[src/rtl/irqv_pkg.sv]
package irqv_pkg;
  localparam int unsigned REG_AW = 8;
  localparam logic [REG_AW-1:0] OFS_SRC_EN  = 8'h00;
  localparam logic [REG_AW-1:0] OFS_STATUS  = 8'h01;
  localparam logic [REG_AW-1:0] OFS_VECTOR  = 8'h02;
  localparam logic [REG_AW-1:0] OFS_DEFAULT = 8'h03;
  localparam logic [1:0]        PAGE_CTRL   = 2'b01;
  localparam logic [1:0]        PAGE_ADDR   = 2'b10;
endpackage

[src/rtl/irqv_slot_bank.sv]
module irqv_slot_bank #(
  parameter int unsigned NUM_SRC  = 32,
  parameter int unsigned NUM_SLOT = 16,
  parameter int unsigned DW       = 32,
  localparam int unsigned SRC_W   = $clog2(NUM_SRC),
  localparam int unsigned SLOT_W  = $clog2(NUM_SLOT)
) (
  input  logic                              clk_i,
  input  logic                              rst_ni,
  input  logic                              ctrl_we_i,
  input  logic                              addr_we_i,
  input  logic [SLOT_W-1:0]                 sel_i,
  input  logic [DW-1:0]                     wdata_i,
  input  logic [NUM_SRC-1:0]                src_act_i,
  output logic [NUM_SLOT-1:0]               slot_en_o,
  output logic [NUM_SLOT-1:0][SRC_W-1:0]    slot_src_o,
  output logic [NUM_SLOT-1:0][DW-1:0]       slot_addr_o,
  output logic [NUM_SLOT-1:0]               hit_o,
  output logic [NUM_SRC-1:0]                mapped_o
);
  logic [NUM_SLOT-1:0]            en_q;
  logic [NUM_SLOT-1:0][SRC_W-1:0] src_q;
  logic [NUM_SLOT-1:0][DW-1:0]    addr_q;

  always_ff @(posedge clk_i or negedge rst_ni) begin
    if (!rst_ni) begin
      en_q   <= '0;
      src_q  <= '0;
      addr_q <= '0;
    end else begin
      if (ctrl_we_i) begin
        en_q[sel_i]  <= wdata_i[SRC_W];
        src_q[sel_i] <= wdata_i[SRC_W-1:0];
      end
      if (addr_we_i) addr_q[sel_i] <= wdata_i;
    end
  end

  for (genvar g = 0; g < NUM_SLOT; g++) begin : g_hit
    assign hit_o[g] = en_q[g] & src_act_i[src_q[g]];
  end

  // sources served by at least one enabled slot
  always_comb begin
    mapped_o = '0;
    for (int g = 0; g < NUM_SLOT; g++) begin
      if (en_q[g]) mapped_o[src_q[g]] = 1'b1;
    end
  end

  assign slot_en_o   = en_q;
  assign slot_src_o  = src_q;
  assign slot_addr_o = addr_q;
endmodule

[src/rtl/irqv_prio_pick.sv]
module irqv_prio_pick #(
  parameter int unsigned N  = 16,
  localparam int unsigned IW = $clog2(N)
) (
  input  logic [N-1:0]  req_i,
  output logic          found_o,
  output logic [IW-1:0] idx_o
);
  // scan downward so the lowest index is assigned last and wins
  always_comb begin
    found_o = 1'b0;
    idx_o   = '0;
    for (int i = N - 1; i >= 0; i--) begin
      if (req_i[i]) begin
        found_o = 1'b1;
        idx_o   = IW'(i);
      end
    end
  end
endmodule

[src/rtl/irqv_ctrl.sv]
module irqv_ctrl #(
  parameter int unsigned NUM_SRC  = 32,
  parameter int unsigned NUM_SLOT = 16,
  parameter int unsigned DW       = 32,
  localparam int unsigned SRC_W   = $clog2(NUM_SRC),
  localparam int unsigned SLOT_W  = $clog2(NUM_SLOT),
  localparam int unsigned LVL_W   = $clog2(NUM_SLOT + 2)
) (
  input  logic               clk_i,
  input  logic               rst_ni,
  input  logic [NUM_SRC-1:0] src_i,
  input  logic               req_i,
  input  logic               we_i,
  input  logic [7:0]         addr_i,
  input  logic [DW-1:0]      wdata_i,
  output logic [DW-1:0]      rdata_o,
  output logic               irq_o
);
  import irqv_pkg::*;

  // hold level: slots with index below it stay visible; NO_HOLD shows all plus fallback
  localparam logic [LVL_W-1:0] NO_HOLD  = LVL_W'(NUM_SLOT + 1);
  localparam logic [LVL_W-1:0] DFLT_LVL = LVL_W'(NUM_SLOT);

  logic [NUM_SRC-1:0]             src_en_q;
  logic [DW-1:0]                  dflt_q;
  logic [LVL_W-1:0]               hold_q;
  logic [NUM_SRC-1:0]             src_act, mapped;
  logic [NUM_SLOT-1:0]            slot_en, hit, vis_mask, slot_vis;
  logic [NUM_SLOT-1:0][SRC_W-1:0] slot_src;
  logic [NUM_SLOT-1:0][DW-1:0]    slot_addr;
  logic                           found, dflt_vis, in_range;
  logic                           rd, wr, vec_rd, vec_wr;
  logic [SLOT_W-1:0]              win_idx, sel;
  logic [LVL_W-1:0]               win_lvl;
  logic [DW-1:0]                  win_addr, rdata_d;

  assign rd       = req_i & ~we_i;
  assign wr       = req_i & we_i;
  assign vec_rd   = rd & (addr_i == OFS_VECTOR);
  assign vec_wr   = wr & (addr_i == OFS_VECTOR);
  assign sel      = addr_i[SLOT_W-1:0];
  assign in_range = int'(addr_i[5:0]) < NUM_SLOT;
  assign src_act  = src_i & src_en_q;

  irqv_slot_bank #(.NUM_SRC(NUM_SRC), .NUM_SLOT(NUM_SLOT), .DW(DW)) u_bank (
    .clk_i      (clk_i),
    .rst_ni     (rst_ni),
    .ctrl_we_i  (wr & in_range & (addr_i[7:6] == PAGE_CTRL)),
    .addr_we_i  (wr & in_range & (addr_i[7:6] == PAGE_ADDR)),
    .sel_i      (sel),
    .wdata_i    (wdata_i),
    .src_act_i  (src_act),
    .slot_en_o  (slot_en),
    .slot_src_o (slot_src),
    .slot_addr_o(slot_addr),
    .hit_o      (hit),
    .mapped_o   (mapped)
  );

  for (genvar g = 0; g < NUM_SLOT; g++) begin : g_vis
    assign vis_mask[g] = LVL_W'(g) < hold_q;
  end
  assign slot_vis = hit & vis_mask;

  irqv_prio_pick #(.N(NUM_SLOT)) u_pick (
    .req_i  (slot_vis),
    .found_o(found),
    .idx_o  (win_idx)
  );

  assign dflt_vis = (|(src_act & ~mapped)) & (hold_q == NO_HOLD);
  assign irq_o    = found | dflt_vis;
  assign win_lvl  = found ? LVL_W'(win_idx) : DFLT_LVL;
  assign win_addr = found ? slot_addr[win_idx] : dflt_q;

  always_comb begin
    rdata_d = '0;
    if (addr_i == OFS_SRC_EN)                        rdata_d = DW'(src_en_q);
    else if (addr_i == OFS_STATUS)                   rdata_d = DW'(src_act);
    else if (addr_i == OFS_VECTOR)                   rdata_d = win_addr;
    else if (addr_i == OFS_DEFAULT)                  rdata_d = dflt_q;
    else if (addr_i[7:6] == PAGE_CTRL && in_range)   rdata_d = DW'({slot_en[sel], slot_src[sel]});
    else if (addr_i[7:6] == PAGE_ADDR && in_range)   rdata_d = slot_addr[sel];
  end

  always_ff @(posedge clk_i or negedge rst_ni) begin
    if (!rst_ni) begin
      src_en_q <= '0;
      dflt_q   <= '0;
      hold_q   <= NO_HOLD;
      rdata_o  <= '0;
    end else begin
      if (wr && addr_i == OFS_SRC_EN)  src_en_q <= wdata_i[NUM_SRC-1:0];
      if (wr && addr_i == OFS_DEFAULT) dflt_q   <= wdata_i;
      if (vec_wr)                      hold_q   <= NO_HOLD;
      else if (vec_rd && irq_o)        hold_q   <= win_lvl;
      if (rd)                          rdata_o  <= rdata_d;
    end
  end
endmodule

[config.mk]
export PLATFORM = sky130hd
export DESIGN_NAME = irqv_ctrl
export DESIGN_NICKNAME = d
export VERILOG_FILES = /design/src/rtl/irqv_pkg.sv /design/src/rtl/irqv_slot_bank.sv /design/src/rtl/irqv_prio_pick.sv /design/src/rtl/irqv_ctrl.sv
export SDC_FILE = /design/constraint.sdc
export NUM_CORES = 2
export LEC_CHECK = 0
export ABC_AREA = 0
export BUFFER_PORTS_ARGS = -buffer_cell sky130_fd_sc_hd__clkbuf_2
export CAP_MARGIN = 40
export CORE_ASPECT_RATIO = 1.2
export CORE_MARGIN = 5
export CORE_UTILIZATION = 61
export DETAILED_ROUTE_END_ITERATION = 16
export PLACE_DENSITY = 0.76
export SLEW_MARGIN = 20
export SYNTH_ARGS = -nofsm -noshare
export SYNTH_HDL_FRONTEND = slang
export SYNTH_SLANG_ARGS = --single-unit
export TNS_END_PERCENT = 50
[constraint.sdc]
create_clock -name clk_i -period 7.1 [get_ports clk_i]
set_input_delay 1.42 -clock clk_i [delete_from_list [all_inputs] [get_ports clk_i]]
set_output_delay 1.42 -clock clk_i [all_outputs]
set_load 0.01 [all_outputs]
==> impl_metrics.env, run 1 <==
export IMPL_cts_buffer_depth=3
export IMPL_die_x_um=259.2
export IMPL_synthesis_instances=4072
export IMPL_haltStage="global routing (5_1_grt)"
export IMPL_grt_max_degree=181
export IMPL_first_error="[ERROR GRT-0232] Routing congestion too high. Check the congestion heatmap in the GUI."
export IMPL_synth_async_reset_ratio=1.000
export IMPL_place_hpwl_um=172300
export IMPL_die_h_um=309.0
export IMPL_io_buffers=108
export IMPL_status="did not finish"
export IMPL_syn_cell_area_um2=45450
export IMPL_ys_flop_type="dfrtp_1"
export IMPL_htree_levels=3
export IMPL_synth_warnings=0
export IMPL_yosysSeqAreaShare=0.3904
export IMPL_rows=109
export IMPL_post_cts_resized=0
export IMPL_initial_core_util=0.6160
export IMPL_holdBufCountCts=0
export IMPL_antenna_found_initial=49
export IMPL_io_pins=109
export IMPL_gp_congestion=1.272
export IMPL_synth_seq_cells=709
export IMPL_syn_avg_cell_area_um2=11.16
export IMPL_grtUsageTotal=0.7815
export IMPL_synth_distinct_cells=82
export IMPL_root_buffer="clkbuf_16"
export IMPL_synth_edf_count=0
export IMPL_post_cts_setup_buffer_count=0
export IMPL_globalRoute_totalOverflow=88
export IMPL_clock_sinks=709
export IMPL_synth_fp_nets=4148
export IMPL_cts_buffers=71
cells by family after synthesis:
logic type             count (synthesis)  share of synthesized area
AO/OA/AOI/OAI                        877                     0.1336
buffers and inverters                431                    0.04066
flip-flops                           709                     0.3904
multiplexers                        1069                     0.3286
AND/OR/NAND/NOR                      986                     0.1068
cells in the mapped netlist (7+ instances only):
library cell	instances	area [um^2]
a211oi_1	12	90.09
a21o_1	33	247.7
a21oi_1	129	645.6
a222oi_1	26	260.3
a22oi_1	75	563.0
a31oi_1	35	219.0
a32oi_1	28	245.2
a41oi_1	10	87.58
and2_0	8	50.05
and2_1	26	162.7
and3_1	19	118.9
and3b_1	11	96.34
buf_1	59	221.5
buf_2	69	345.3
buf_4	9	67.56
buf_6	14	157.7
clkbuf_1	244	915.9
dfrtp_1	707	17690
inv_1	26	97.59
mux2_2	661	7443
mux2i_1	133	1331
mux4_2	272	6126
nand2_1	371	1393
nand2b_1	26	162.7
nand3_1	134	670.6
nand3b_1	62	465.5
nand4_1	19	118.9
nor2_1	150	563.0
nor2b_1	25	156.4
nor3_1	32	160.2
nor3b_1	17	127.6
nor4_1	35	219.0
o2111ai_1	45	394.1
o211ai_1	45	337.8
o21ai_0	125	625.6
o21ai_1	12	60.06
o221a_2	26	292.8
o221ai_1	17	148.9
o22a_1	10	87.58
o22ai_1	187	1170
o311ai_0	7	61.31
o32ai_1	8	70.07
or3_1	16	100.1
or3b_2	16	140.1
metrics by stage:
stage          instances  hold WS (ns)  worst slack (ns)  utilization  instance area, um^2
4_1_cts             5107        0.5376            0.9640       0.6771                49960
2_1_floorplan       4072        0.4955             2.218            -                45450
3_5_place_dp        4980        0.5083             1.021       0.6447                47560
3_3_place_gp        4962        0.4917             1.002       0.6407                47270
metal layers:
metal | track usage | overflow
met5 | 0.3901 | 0
met4 | 0.7697 | 43
met3 | 0.6790 | 5
met1 | 0.7726 | 3
met2 | 0.9145 | 37
==> run 2: changes to the inputs <==
Settings changed: CORE_ASPECT_RATIO 1.2 to not set, CORE_UTILIZATION 61 to 40, PLACE_DENSITY 0.76 to not set, PLACE_DENSITY_LB_ADDON set to 0.15.
==> impl_metrics.env, run 2 <==
export IMPL_setup_ws_ns=0.6873
export IMPL_rr_endpoint="rdata_o[12]"
export IMPL_r2r_start="src_en_q[29]"
export IMPL_maxCapViolations=0
export IMPL_place_hpwl_um=168900
export IMPL_fillerInstances=10670
export IMPL_period_minus_slack_ns=6.413
export IMPL_die_h_um=347.1
export IMPL_final_setup_viol_count=0
export IMPL_final_nets=4161
export IMPL_cts_tree="yes"
export IMPL_crit_arrival_ns=4.99
export IMPL_grt_pass1_vias=39420
export IMPL_cts_buffer_depth=3
export IMPL_rsz0062_at_grt="false"
export IMPL_dr_pass1_iters=8
export IMPL_wl_um=242900
export IMPL_synth_distinct_cells=82
export IMPL_synthTopCellsByArea="dfrtp_1, mux2_2, mux4_2"
export IMPL_die_x_um=347.1
export IMPL_syn_cell_area_um2=45450
export IMPL_final_common_cell="dfrtp_1"
export IMPL_worstHoldPathCells=1
export IMPL_routedWlPerCell_um=42.93
export IMPL_rows=123
export IMPL_holdBufCountCts=0
export IMPL_yosysSeqAreaShare=0.3904
export IMPL_root_buffer="clkbuf_16"
export IMPL_path_class="input pin to primary output"
export IMPL_remaining_drc_errors=0
export IMPL_synth_top_cells_by_count="dfrtp_1, mux2_2, nand2_1, mux4_2, clkbuf_1"
export IMPL_synth_top_area_share=0.3893
export IMPL_coreArea_um2=112700
export IMPL_r2r_cells=14
export IMPL_fmax_ghz=0.1559
export IMPL_slew_limit_headroom=0.3371
export IMPL_synth_async_reset_ratio=1.000
export IMPL_drive_gt1_frac=0.3575
export IMPL_largest_reg_flops=512
export IMPL_synth_most_common_cell="dfrtp_1"
export IMPL_min_to="u_bank.slot_addr_o[171]"
export IMPL_seq_area_um2=17750
export IMPL_worstSetupEndpointType="primary output"
export IMPL_switching_power_w=0.002590
export IMPL_synth_edf_count=0
export IMPL_swShare=0.2686
export IMPL_r2r_slack_ns=1.88
export IMPL_layout_common_cells="dfrtp_1, mux2_2, nand2_1, mux4_2, o22ai_1"
export IMPL_post_cts_setup_buffer_count=0
export IMPL_grtUsageTotal=0.3916
export IMPL_initial_core_util=0.4035
export IMPL_synth_top_area_cell="dfrtp_1"
export IMPL_io_buffers=108
export IMPL_p_leak_nw=22.09
export IMPL_place_ws_ns=0.9121
export IMPL_worstSkewPairLatency_ns=0.68
export IMPL_slowest_delay_ns=0.81
export IMPL_synth_seq_cells=709
export IMPL_critPathMostFrequentCell="clkbuf_2"
export IMPL_crit_slowest_cell="and2_0"
export IMPL_cts_buffers=81
export IMPL_ys_flop_type="dfrtp_1"
export IMPL_min_delay_path_class="register to register"
export IMPL_multi_input_area_um2=26090
export IMPL_post_place_cells=5498
export IMPL_globalRoute_totalOverflow=0
export IMPL_cellPowerDensity_nw_per_um2=188.0
export IMPL_io_pins=109
export IMPL_status="finished, final reports clean"
export IMPL_htree_levels=3
export IMPL_final_cells=5658
export IMPL_p_int_w=0.007053
export IMPL_viasPerCell=7.184
export IMPL_critPathTopFamily="simple AND/OR/NAND/NOR gates"
export IMPL_drt_iter0_markers=5919
export IMPL_crit_fanout=8
export IMPL_syn_avg_cell_area_um2=11.16
export IMPL_peakVddDrop_mv=0.1703
export IMPL_synth_warnings=0
export IMPL_crit_chain="clkbuf_2 -> and2_0 -> mux4_2 -> mux2i_1 -> a221oi_1 -> a22oi_1 -> nand3_1 -> nor2_1 -> nand2_2 -> o21bai_1 -> clkbuf_2"
export IMPL_p_comb_frac=0.101
export IMPL_gp_congestion=1.106
export IMPL_critPathLaunchType="input pin"
export IMPL_cp_required_ns=5.68
export IMPL_grt_max_degree=161
export IMPL_clock_sinks=709
export IMPL_syn2layout_area_growth_pct=12.83
export IMPL_vias=40650
export IMPL_worst_path_buf_inv=2
export IMPL_post_cts_resized=0
export IMPL_startpoint="src_i[2]"
export IMPL_finalHoldViolCount=0
export IMPL_synthesis_instances=4072
export IMPL_grt_first_pass_wirelength_um=333800
export IMPL_fin_tns_setup_ns=0
export IMPL_ant_nets=0
export IMPL_clkSlewWorstSetupHoldPaths_ns=0.06
export IMPL_holdCritStartpoint="u_bank.slot_addr_o[171]"
export IMPL_clkPwrFrac=0.449
export IMPL_period_share=0.9032
export IMPL_drv_slew=0
export IMPL_seqPwrFrac=0.450
export IMPL_antenna_found_initial=20
export IMPL_clock_skew_ns=0.04145
export IMPL_max_slew_worst_pin_slew_ns=0.9692
export IMPL_synth_fp_nets=4148
export IMPL_dieArea_um2=120500
run 2: cell counts after synthesis:
Identical to the previous run, type by type.
run 2: worst max path at each step:
stage             to  slack, ns  depth (start not counted)
4_1_cts        irq_o       0.89                         11
6_report       irq_o       0.69                         11
2_1_floorplan  irq_o       2.22                         10
5_1_grt        irq_o       0.65                         11
3_5_place_dp   irq_o       0.91                         11
3_3_place_gp   irq_o       0.81                         11
run 2: final cells by class:
cell class	instances	area share
Clock buffer	124	0.04741
Antenna cell	13	0.0006343
Sequential cell	709	0.3460
Multi-Input combinational cell	2932	0.5088
Timing Repair Buffer	329	0.05263
Clock inverter	19	0.005563
Tap cell	1500	0.03660
Inverter	32	0.002342
run 2: metal layers:
layer / vias up / global-route usage / wire length [um]
met2: 2714 / 0.5713 / 103800
met1: 21300 / 0.5268 / 97920
met4: 10 / 0.2221 / 17120
met3: 814 / 0.1071 / 23940
li1: 15810 / - / -
met5: - / 0 / 77
run 2: power groups by stage:
stage / combinational (W) / sequential [W] / clock [W]
after global placement: 0.000934 / 0.00440 / 0
after floorplan: 0.000497 / 0.00431 / 0
after detailed placement: 0.000952 / 0.00440 / 0
final: 0.000977 / 0.00434 / 0.00433
after CTS: 0.000954 / 0.00433 / 0.00440
after global routing: 0.00102 / 0.00434 / 0.00455
run 2: cell families (layout without fill, tap and decap cells):
family / after synthesis / in the layout / synth area share
muxes: 1069 / 1069 / 0.3286
and+or+nand+nor: 986 / 986 / 0.1068
AOI/OAI and AO/OA: 877 / 877 / 0.1336
DFF: 709 / 709 / 0.3904
buffers and inverters: 431 / 504 / 0.04066
other: 0 / 13 / 0
run 2: through the flow:
stage	utilization	power (W)	hold WS (ns)	area, um^2
finish	0.4552	0.009644	0.5261	51280
global route	0.4550	0.009916	0.5430	51250
CTS	0.4545	0.009679	0.5291	51200
detailed placement	0.4304	0.005351	0.5149	48490
global placement	0.4271	0.005335	0.5096	48110
floorplan	-	0.004812	0.4955	45450
(Power assumes the default switching activity.)
